## config.mk

```make
export PLATFORM = sky130hd
export DESIGN_NAME = tmr_regif
export DESIGN_NICKNAME = d
export VERILOG_FILES = /design/src/rtl/tmr_pkg.sv /design/src/rtl/tmr_cmd_decode.sv /design/src/rtl/tmr_chan_port.sv /design/src/rtl/tmr_port_mux.sv /design/src/rtl/tmr_regif.sv
export SDC_FILE = /design/constraint.sdc
export NUM_CORES = 1
export LEC_CHECK = 0
export CAP_MARGIN = 20
export CORE_MARGIN = 3
export CORE_UTILIZATION = 55
export DETAILED_ROUTE_END_ITERATION = 8
export PLACE_DENSITY = 0.8
export SYNTH_ARGS = -nofsm -noshare
export SYNTH_HDL_FRONTEND = slang
export SYNTH_SLANG_ARGS = --single-unit
```

## constraint.sdc

```tcl
create_clock -name clk -period 2.45 [get_ports clk]
set_clock_uncertainty 0.1 [all_clocks]
set_input_delay 0.49 -clock clk [delete_from_list [all_inputs] [get_ports clk]]
set_output_delay 0.49 -clock clk [all_outputs]
set_load 0.005 [all_outputs]
```

## src/rtl/tmr_pkg.sv

```systemverilog
package tmr_pkg;
    localparam int BYTE_W = 8;
    localparam int CNT_W  = 2 * BYTE_W;
    localparam int MODE_W = 3;
    localparam int AW     = 2;
    localparam logic [AW-1:0] CTL_ADDR = 2'd3;

    typedef logic [BYTE_W-1:0] byte_t;
    typedef logic [CNT_W-1:0]  cnt_t;

    typedef enum logic [1:0] {
        ACC_LATCH = 2'd0,
        ACC_LO    = 2'd1,
        ACC_HI    = 2'd2,
        ACC_WORD  = 2'd3
    } acc_e;

    typedef enum logic {
        SEQ_FIRST  = 1'b0,
        SEQ_SECOND = 1'b1
    } seq_e;

    typedef enum logic [1:0] {
        LAT_EMPTY    = 2'd0,
        LAT_LO_FINAL = 2'd1,
        LAT_HI_FINAL = 2'd2,
        LAT_PAIR_LO  = 2'd3
    } lat_e;

    function automatic logic [MODE_W-1:0] fold_mode(input logic [MODE_W-1:0] m);
        return (m[2] && m[1]) ? {1'b0, m[1:0]} : m;
    endfunction

    function automatic byte_t make_status(input logic out, input acc_e acc,
                                          input logic [MODE_W-1:0] mode, input logic bcd);
        return {out, 1'b0, acc, mode, bcd};
    endfunction
endpackage

```

## src/rtl/tmr_cmd_decode.sv

```systemverilog
module tmr_cmd_decode
    import tmr_pkg::*;
#(
    parameter int NCH = 3
) (
    input  logic              wr,
    input  logic              rd,
    input  logic [AW-1:0]     addr,
    input  byte_t             wdata,
    output logic [NCH-1:0]    cw_load,
    output logic [NCH-1:0]    lat_cnt,
    output logic [NCH-1:0]    lat_sts,
    output logic [NCH-1:0]    data_wr,
    output logic [NCH-1:0]    data_rd,
    output acc_e              cw_acc,
    output logic [MODE_W-1:0] cw_mode,
    output logic              cw_bcd
);
    logic       is_ctl;
    logic       is_rb;
    logic [1:0] sel;
    logic       rd_go;

    assign is_ctl  = wr && (addr == CTL_ADDR);
    assign sel     = wdata[7:6];
    assign is_rb   = (sel == 2'd3);
    assign cw_acc  = acc_e'(wdata[5:4]);
    assign cw_mode = wdata[3:1];
    assign cw_bcd  = wdata[0];
    assign rd_go   = rd && !wr;

    for (genvar c = 0; c < NCH; c++) begin : g_ch
        logic hit;
        logic rb_pick;
        assign hit        = is_ctl && !is_rb && (sel == 2'(c));
        assign rb_pick    = is_ctl && is_rb && wdata[c+1];
        assign cw_load[c] = hit && (cw_acc != ACC_LATCH);
        assign lat_cnt[c] = (hit && (cw_acc == ACC_LATCH)) || (rb_pick && !wdata[5]);
        assign lat_sts[c] = rb_pick && !wdata[4];
        assign data_wr[c] = wr && (addr == AW'(c));
        assign data_rd[c] = rd_go && (addr == AW'(c));
    end
endmodule

```

## src/rtl/tmr_chan_port.sv

```systemverilog
module tmr_chan_port
    import tmr_pkg::*;
(
    input  logic              clk,
    input  logic              rst_n,
    input  logic              cw_load,
    input  acc_e              cw_acc,
    input  logic [MODE_W-1:0] cw_mode,
    input  logic              cw_bcd,
    input  logic              lat_cnt,
    input  logic              lat_sts,
    input  logic              data_wr,
    input  logic              data_rd,
    input  byte_t             wbyte,
    input  cnt_t              cnt_live,
    input  logic              out_live,
    output byte_t             rbyte,
    output logic              ld_req,
    output cnt_t              ld_word,
    output logic [MODE_W-1:0] mode_o,
    output logic              bcd_o
);
    acc_e              acc_q,  acc_n;
    logic [MODE_W-1:0] mode_q, mode_n;
    logic              bcd_q,  bcd_n;
    seq_e              wseq_q, wseq_n;
    seq_e              rseq_q, rseq_n;
    lat_e              lat_q,  lat_n;
    cnt_t              lval_q, lval_n;
    byte_t             sts_q,  sts_n;
    logic              sfull_q, sfull_n;
    byte_t             wlo_q,  wlo_n;

    always_ff @(posedge clk or negedge rst_n) begin
        if (!rst_n) begin
            acc_q   <= ACC_WORD;
            mode_q  <= '0;
            bcd_q   <= 1'b0;
            wseq_q  <= SEQ_FIRST;
            rseq_q  <= SEQ_FIRST;
            lat_q   <= LAT_EMPTY;
            lval_q  <= '0;
            sts_q   <= '0;
            sfull_q <= 1'b0;
            wlo_q   <= '0;
        end else begin
            acc_q   <= acc_n;
            mode_q  <= mode_n;
            bcd_q   <= bcd_n;
            wseq_q  <= wseq_n;
            rseq_q  <= rseq_n;
            lat_q   <= lat_n;
            lval_q  <= lval_n;
            sts_q   <= sts_n;
            sfull_q <= sfull_n;
            wlo_q   <= wlo_n;
        end
    end

    always_comb begin
        acc_n   = acc_q;
        mode_n  = mode_q;
        bcd_n   = bcd_q;
        wseq_n  = wseq_q;
        rseq_n  = rseq_q;
        lat_n   = lat_q;
        lval_n  = lval_q;
        sts_n   = sts_q;
        sfull_n = sfull_q;
        wlo_n   = wlo_q;

        if (cw_load) begin
            acc_n  = cw_acc;
            mode_n = fold_mode(cw_mode);
            bcd_n  = cw_bcd;
            wseq_n = SEQ_FIRST;
            rseq_n = SEQ_FIRST;
        end

        if (lat_cnt && (lat_q == LAT_EMPTY)) begin
            lval_n = cnt_live;
            unique case (acc_q)
                ACC_HI:   lat_n = LAT_HI_FINAL;
                ACC_WORD: lat_n = LAT_PAIR_LO;
                default:  lat_n = LAT_LO_FINAL;
            endcase
        end

        if (lat_sts && !sfull_q) begin
            sts_n   = make_status(out_live, acc_q, mode_q, bcd_q);
            sfull_n = 1'b1;
        end

        if (data_wr && (acc_q == ACC_WORD)) begin
            unique case (wseq_q)
                SEQ_FIRST: begin
                    wlo_n  = wbyte;
                    wseq_n = SEQ_SECOND;
                end
                SEQ_SECOND: wseq_n = SEQ_FIRST;
            endcase
        end

        if (data_rd) begin
            if (sfull_q) begin
                sfull_n = 1'b0;
            end else if (lat_q != LAT_EMPTY) begin
                unique case (lat_q)
                    LAT_PAIR_LO: lat_n = LAT_HI_FINAL;
                    default:     lat_n = LAT_EMPTY;
                endcase
            end else if (acc_q == ACC_WORD) begin
                unique case (rseq_q)
                    SEQ_FIRST:  rseq_n = SEQ_SECOND;
                    SEQ_SECOND: rseq_n = SEQ_FIRST;
                endcase
            end
        end
    end

    always_comb begin
        rbyte = cnt_live[BYTE_W-1:0];
        if (sfull_q) begin
            rbyte = sts_q;
        end else begin
            unique case (lat_q)
                LAT_LO_FINAL, LAT_PAIR_LO: rbyte = lval_q[BYTE_W-1:0];
                LAT_HI_FINAL:              rbyte = lval_q[CNT_W-1:BYTE_W];
                LAT_EMPTY: begin
                    unique case (acc_q)
                        ACC_HI:   rbyte = cnt_live[CNT_W-1:BYTE_W];
                        ACC_WORD: rbyte = (rseq_q == SEQ_SECOND) ? cnt_live[CNT_W-1:BYTE_W]
                                                                 : cnt_live[BYTE_W-1:0];
                        default:  rbyte = cnt_live[BYTE_W-1:0];
                    endcase
                end
            endcase
        end

        ld_req = data_wr && ((acc_q != ACC_WORD) || (wseq_q == SEQ_SECOND));
        unique case (acc_q)
            ACC_HI:   ld_word = {wbyte, {BYTE_W{1'b0}}};
            ACC_WORD: ld_word = {wbyte, wlo_q};
            default:  ld_word = {{BYTE_W{1'b0}}, wbyte};
        endcase

        mode_o = mode_q;
        bcd_o  = bcd_q;
    end
endmodule

```

## src/rtl/tmr_port_mux.sv

```systemverilog
module tmr_port_mux
    import tmr_pkg::*;
#(
    parameter int NCH = 3
) (
    input  logic [AW-1:0]        addr,
    input  logic [NCH*BYTE_W-1:0] rbytes,
    input  logic [NCH-1:0]       ld_req,
    input  logic [NCH*CNT_W-1:0] ld_words,
    output byte_t                rsel,
    output cnt_t                 lsel
);
    always_comb begin
        rsel = '0;
        lsel = '0;
        for (int c = 0; c < NCH; c++) begin
            if (addr == AW'(c)) begin
                rsel = rbytes[c*BYTE_W +: BYTE_W];
            end
            if (ld_req[c]) begin
                lsel = lsel | ld_words[c*CNT_W +: CNT_W];
            end
        end
    end
endmodule

```

## src/rtl/tmr_regif.sv

```systemverilog
module tmr_regif
    import tmr_pkg::*;
#(
    parameter int NCH = 3
) (
    input  logic                    clk,
    input  logic                    rst_n,
    input  logic [AW-1:0]           bus_addr,
    input  logic                    bus_wr,
    input  logic                    bus_rd,
    input  logic [BYTE_W-1:0]       bus_wdata,
    output logic [BYTE_W-1:0]       bus_rdata,
    output logic [NCH-1:0]          ld_strobe,
    output logic [CNT_W-1:0]        ld_value,
    output logic [NCH*MODE_W-1:0]   ch_mode,
    output logic [NCH-1:0]          ch_bcd,
    input  logic [NCH*CNT_W-1:0]    cnt_live,
    input  logic [NCH-1:0]          out_live
);
    logic [NCH-1:0]          cw_load, lat_cnt, lat_sts, data_wr, data_rd, ld_req;
    acc_e                    cw_acc;
    logic [MODE_W-1:0]       cw_mode;
    logic                    cw_bcd;
    logic [NCH*BYTE_W-1:0]   rbytes;
    logic [NCH*CNT_W-1:0]    ld_words;
    byte_t                   rsel;
    cnt_t                    lsel;
    logic                    rd_go;
    byte_t                   rdata_q;
    logic [NCH-1:0]          strobe_q;
    cnt_t                    lvalue_q;

    assign rd_go = bus_rd && !bus_wr;

    tmr_cmd_decode #(.NCH(NCH)) u_dec (
        .wr      (bus_wr),
        .rd      (bus_rd),
        .addr    (bus_addr),
        .wdata   (bus_wdata),
        .cw_load (cw_load),
        .lat_cnt (lat_cnt),
        .lat_sts (lat_sts),
        .data_wr (data_wr),
        .data_rd (data_rd),
        .cw_acc  (cw_acc),
        .cw_mode (cw_mode),
        .cw_bcd  (cw_bcd)
    );

    for (genvar c = 0; c < NCH; c++) begin : g_port
        tmr_chan_port u_port (
            .clk      (clk),
            .rst_n    (rst_n),
            .cw_load  (cw_load[c]),
            .cw_acc   (cw_acc),
            .cw_mode  (cw_mode),
            .cw_bcd   (cw_bcd),
            .lat_cnt  (lat_cnt[c]),
            .lat_sts  (lat_sts[c]),
            .data_wr  (data_wr[c]),
            .data_rd  (data_rd[c]),
            .wbyte    (bus_wdata),
            .cnt_live (cnt_live[c*CNT_W +: CNT_W]),
            .out_live (out_live[c]),
            .rbyte    (rbytes[c*BYTE_W +: BYTE_W]),
            .ld_req   (ld_req[c]),
            .ld_word  (ld_words[c*CNT_W +: CNT_W]),
            .mode_o   (ch_mode[c*MODE_W +: MODE_W]),
            .bcd_o    (ch_bcd[c])
        );
    end

    tmr_port_mux #(.NCH(NCH)) u_mux (
        .addr     (bus_addr),
        .rbytes   (rbytes),
        .ld_req   (ld_req),
        .ld_words (ld_words),
        .rsel     (rsel),
        .lsel     (lsel)
    );

    always_ff @(posedge clk or negedge rst_n) begin
        if (!rst_n) begin
            rdata_q  <= '0;
            strobe_q <= '0;
            lvalue_q <= '0;
        end else begin
            if (rd_go) begin
                rdata_q <= rsel;
            end
            strobe_q <= ld_req;
            if (|ld_req) begin
                lvalue_q <= lsel;
            end
        end
    end

    assign bus_rdata = rdata_q;
    assign ld_strobe = strobe_q;
    assign ld_value  = lvalue_q;
endmodule

```

==> impl_metrics.ini, run 1 <==
[finish]
diodes = 0
seqCellArea_sq_um = 3840
utilization_pct = 73.8
final_cell_area_sq_um = 9510
drive_gt1_share_pct = 28.7
fillCellCount = 866
multi_input_area_sq_um = 3220
final_nets = 835
area_growth_pct = 29.0
final_cells = 955

[global_routing]
grt_pass1_wl_microns = 34000
first_global_vias = 6313
grt-ovfl-total = 0
antenna_found_initial = 0
grt_usage_pct = 29.9
grt_start_max_net_pins = 60

[yosys]
synth_ff_type = dfrtp_1
synth_mux_area_share_pct = 16.4
synth_top_family_by_area = compound AO/OA/AOI/OAI gates
synthAdderAreaFrac_pct = 0
syn_area_sq_um = 7370
yosys.area_share.simple_pct = 9.51
synth-seq-cells = 153
synthCells = 618
synth.largest_area_cell = dfrtp_1
synth_edf_count = 0
async_reset_ff_share_pct = 100
synth.area.top_cells = dfrtp_1, mux2_2, a221o_1
synth_compound_gate_area_share_pct = 17.7
yosysSeqAreaShare_pct = 52.1
synth.avg_cell_area_sq_um = 11.9
yosysWarnings = 0
yosysUniqueCellTypes = 64
synth.most_common_cell = dfrtp_1
synth-xor-area-share_pct = 0
yosysTopAreaCellShare_pct = 49.9
netlist_top_cells_count = dfrtp_1, mux2_2, o21ai_0, nand2_1, a221o_1
synth_nets = 683

[worst_hold_path]
min-delay-path-class = flip-flop to flip-flop

[critical_path]
cp-end-kind = flip-flop
critical_path_arrival_ns = 2.55
cp.required_ns = 2.66
critPathMaxFanout = 8
cp_slowest_stage_delay_ns = 0.55
cp_common_cell = buf_4
path_class = input pin to flip-flop
slowest_stage = clkdlybuf4s50_1
worstPathCellList = clkdlybuf4s50_1 -> nand4_2 -> buf_4 -> or3_1 -> nor3b_2 -> buf_4 -> mux2_2
cp-start-kind = input pin

[timing]
fmax_ghz = 0.428
slew_viol_final = 0
slew_headroom_pct = 31.5
finalWorstSetupSlack_ns = 0.115
fin_crit_ns = 2.33
rsz0062_at_grt = no
tightest_slew_ns = 1.02
min_period_over_period_pct = 95.3
setup_viol = 0
hold_viol_final = 0

[routing]
vias = 6115
drc_errors = 0
firstDrtPassIters = 8
viasPerCell = 6.40
wl_per_cell_microns = 22.3
antenna_left = 0
dr.first_iter.drc_count = 627
wl_microns = 21300

[placed_design]
pre_cts_ws_ns = -0.277
gp_congestion = 0.961
dp.cells = 922
placed_area_sq_um = 8940
port_buffers = 103
hpwl_microns = 15300

[pwr]
power_leakage_uw = 0.00427
p_per_area_nw_per_um2 = 907
peakVddDrop_uv = 709
fin_total_pwr_uw = 8630

[floorplan]
ioPinCount = 104
die_area_sq_um = 14800
fp.coreArea_sq_um = 12900
start_util_pct = 57.2
num_rows = 41
die_w_microns = 122
die_h_microns = 122

[clocking]
cts_sinks = 153
clock_latency_ns = 0.43
post_cts_buffers = 0
htree_levels = 4
clockRootBuffer = clkbuf_16
cts_buffers = 17
cts_tree = done
cts_max_path_buffers = 2
clkTransAtPathRegs_ns = 0.07

[run_status]
status = complete, no violations

[job]
max_cap_viol_count = 0
## worst max-delay path: cells and delay by family
family	cells	cell delay, ns
buffers and inverters	3	0.92
multiplexers	1	0.35
AND/OR/NAND/NOR	3	0.78
## area by class of cell
class,count,area share (%)
inverter,18,0.711
sequential,153,40.4
tap,172,2.26
multi-input combinational,404,33.9
clock buffer,21,4.84
clock inverter,11,1.04
timing repair buffer,176,16.9
## logic make-up (layout without fill, tap and decap cells)
| group | after synthesis | after routing |
|---|---|---|
| simple gates | 126 | 126 |
| buf+inv | 61 | 226 |
| compound gates | 176 | 176 |
| mux | 102 | 102 |
| flops | 153 | 153 |
## final timing paths
path / start / endpoint / slack [ns] / cells after the start
worst max register to register: g_port[1].u_port.acc_q[1] / ld_value[4] / 0.16 / 5
worst max-delay path: bus_wr / g_port[0].u_port.sts_q[4] / 0.12 / 7
worst min register to register: g_port[2].u_port.rseq_q / g_port[2].u_port.rseq_q / 0.39 / 1
max in group asynchronous: rst_n / g_port[1].u_port.acc_q[0] / 1.09 / 3
min in group asynchronous: rst_n / g_port[0].u_port.lval_q[15] / 0.46 / 2
worst min-delay path: g_port[2].u_port.rseq_q / g_port[2].u_port.rseq_q / 0.39 / 1
## where the power goes
group / switching, uW / internal (uW) / total, uW / leakage, uW
Sequential: 524 / 3210 / 3730 / 0.00195
Combinational: 1060 / 1330 / 2390 / 0.00206
Clock: 1060 / 1440 / 2500 / 0.000257
## routing by layer
layer / share of wire (%) / track usage (%)
met3: 7.6 / 7.29
met5: 0 / 0
met1: 41 / 39.3
met4: 3.5 / 12.5
met2: 48 / 47.8
## flip-flops by register name (all words and copies together) (netlist names), 6 cells and up
name	cells
g_port.u_port.lval_q	48
g_port.u_port.wlo_q	24
g_port.u_port.sts_q	21
ld_value	16
g_port.u_port.mode_o	9
bus_rdata	8
g_port.u_port.acc_q	6
g_port.u_port.lat_q	6
## stage by stage
stage | hold slack (ns) | setup TNS, ns
after floorplan | 0.0944 | 0
after global placement | 0.349 | -15.95
after detailed placement | 0.352 | -20.19
after CTS | 0.375 | 0
after global routing | 0.398 | 0
final | 0.387 | 0
## repair_timing
item | 4_1_cts | 5_1_grt
resized for setup | 0 | 1
hold buffers | 1 | 0
setup endpoints to repair | 0 | 1
endpoints found under the hold margin | 43 | 0
## cells in the final DEF, fill, tap and decap left out, types with 7 or more instances in the layout
cell type / count
dfrtp_1: 147
clkdlybuf4s50_1: 102
mux2_2: 83
buf_4: 70
o21ai_0: 37
nand2_1: 34
a221o_1: 24
a221oi_1: 22
a22oi_1: 20
nor2_1: 19
clkbuf_16: 17
mux2_4: 16
inv_1: 15
a21oi_1: 14
a22o_1: 13
nor2b_1: 9
nand2b_1: 9
nand3_1: 9
nor3_1: 8
a31oi_1: 8
o22ai_1: 8
or3_1: 7
Power figures use the tool's default switching activity.
==> inputs of run 2 (changes only) <==
- SKIP_LAST_GASP: not set -> 1
==> results of run 2 <==
Same layout as run 1: the final DEF is identical, and so are final timing and power.
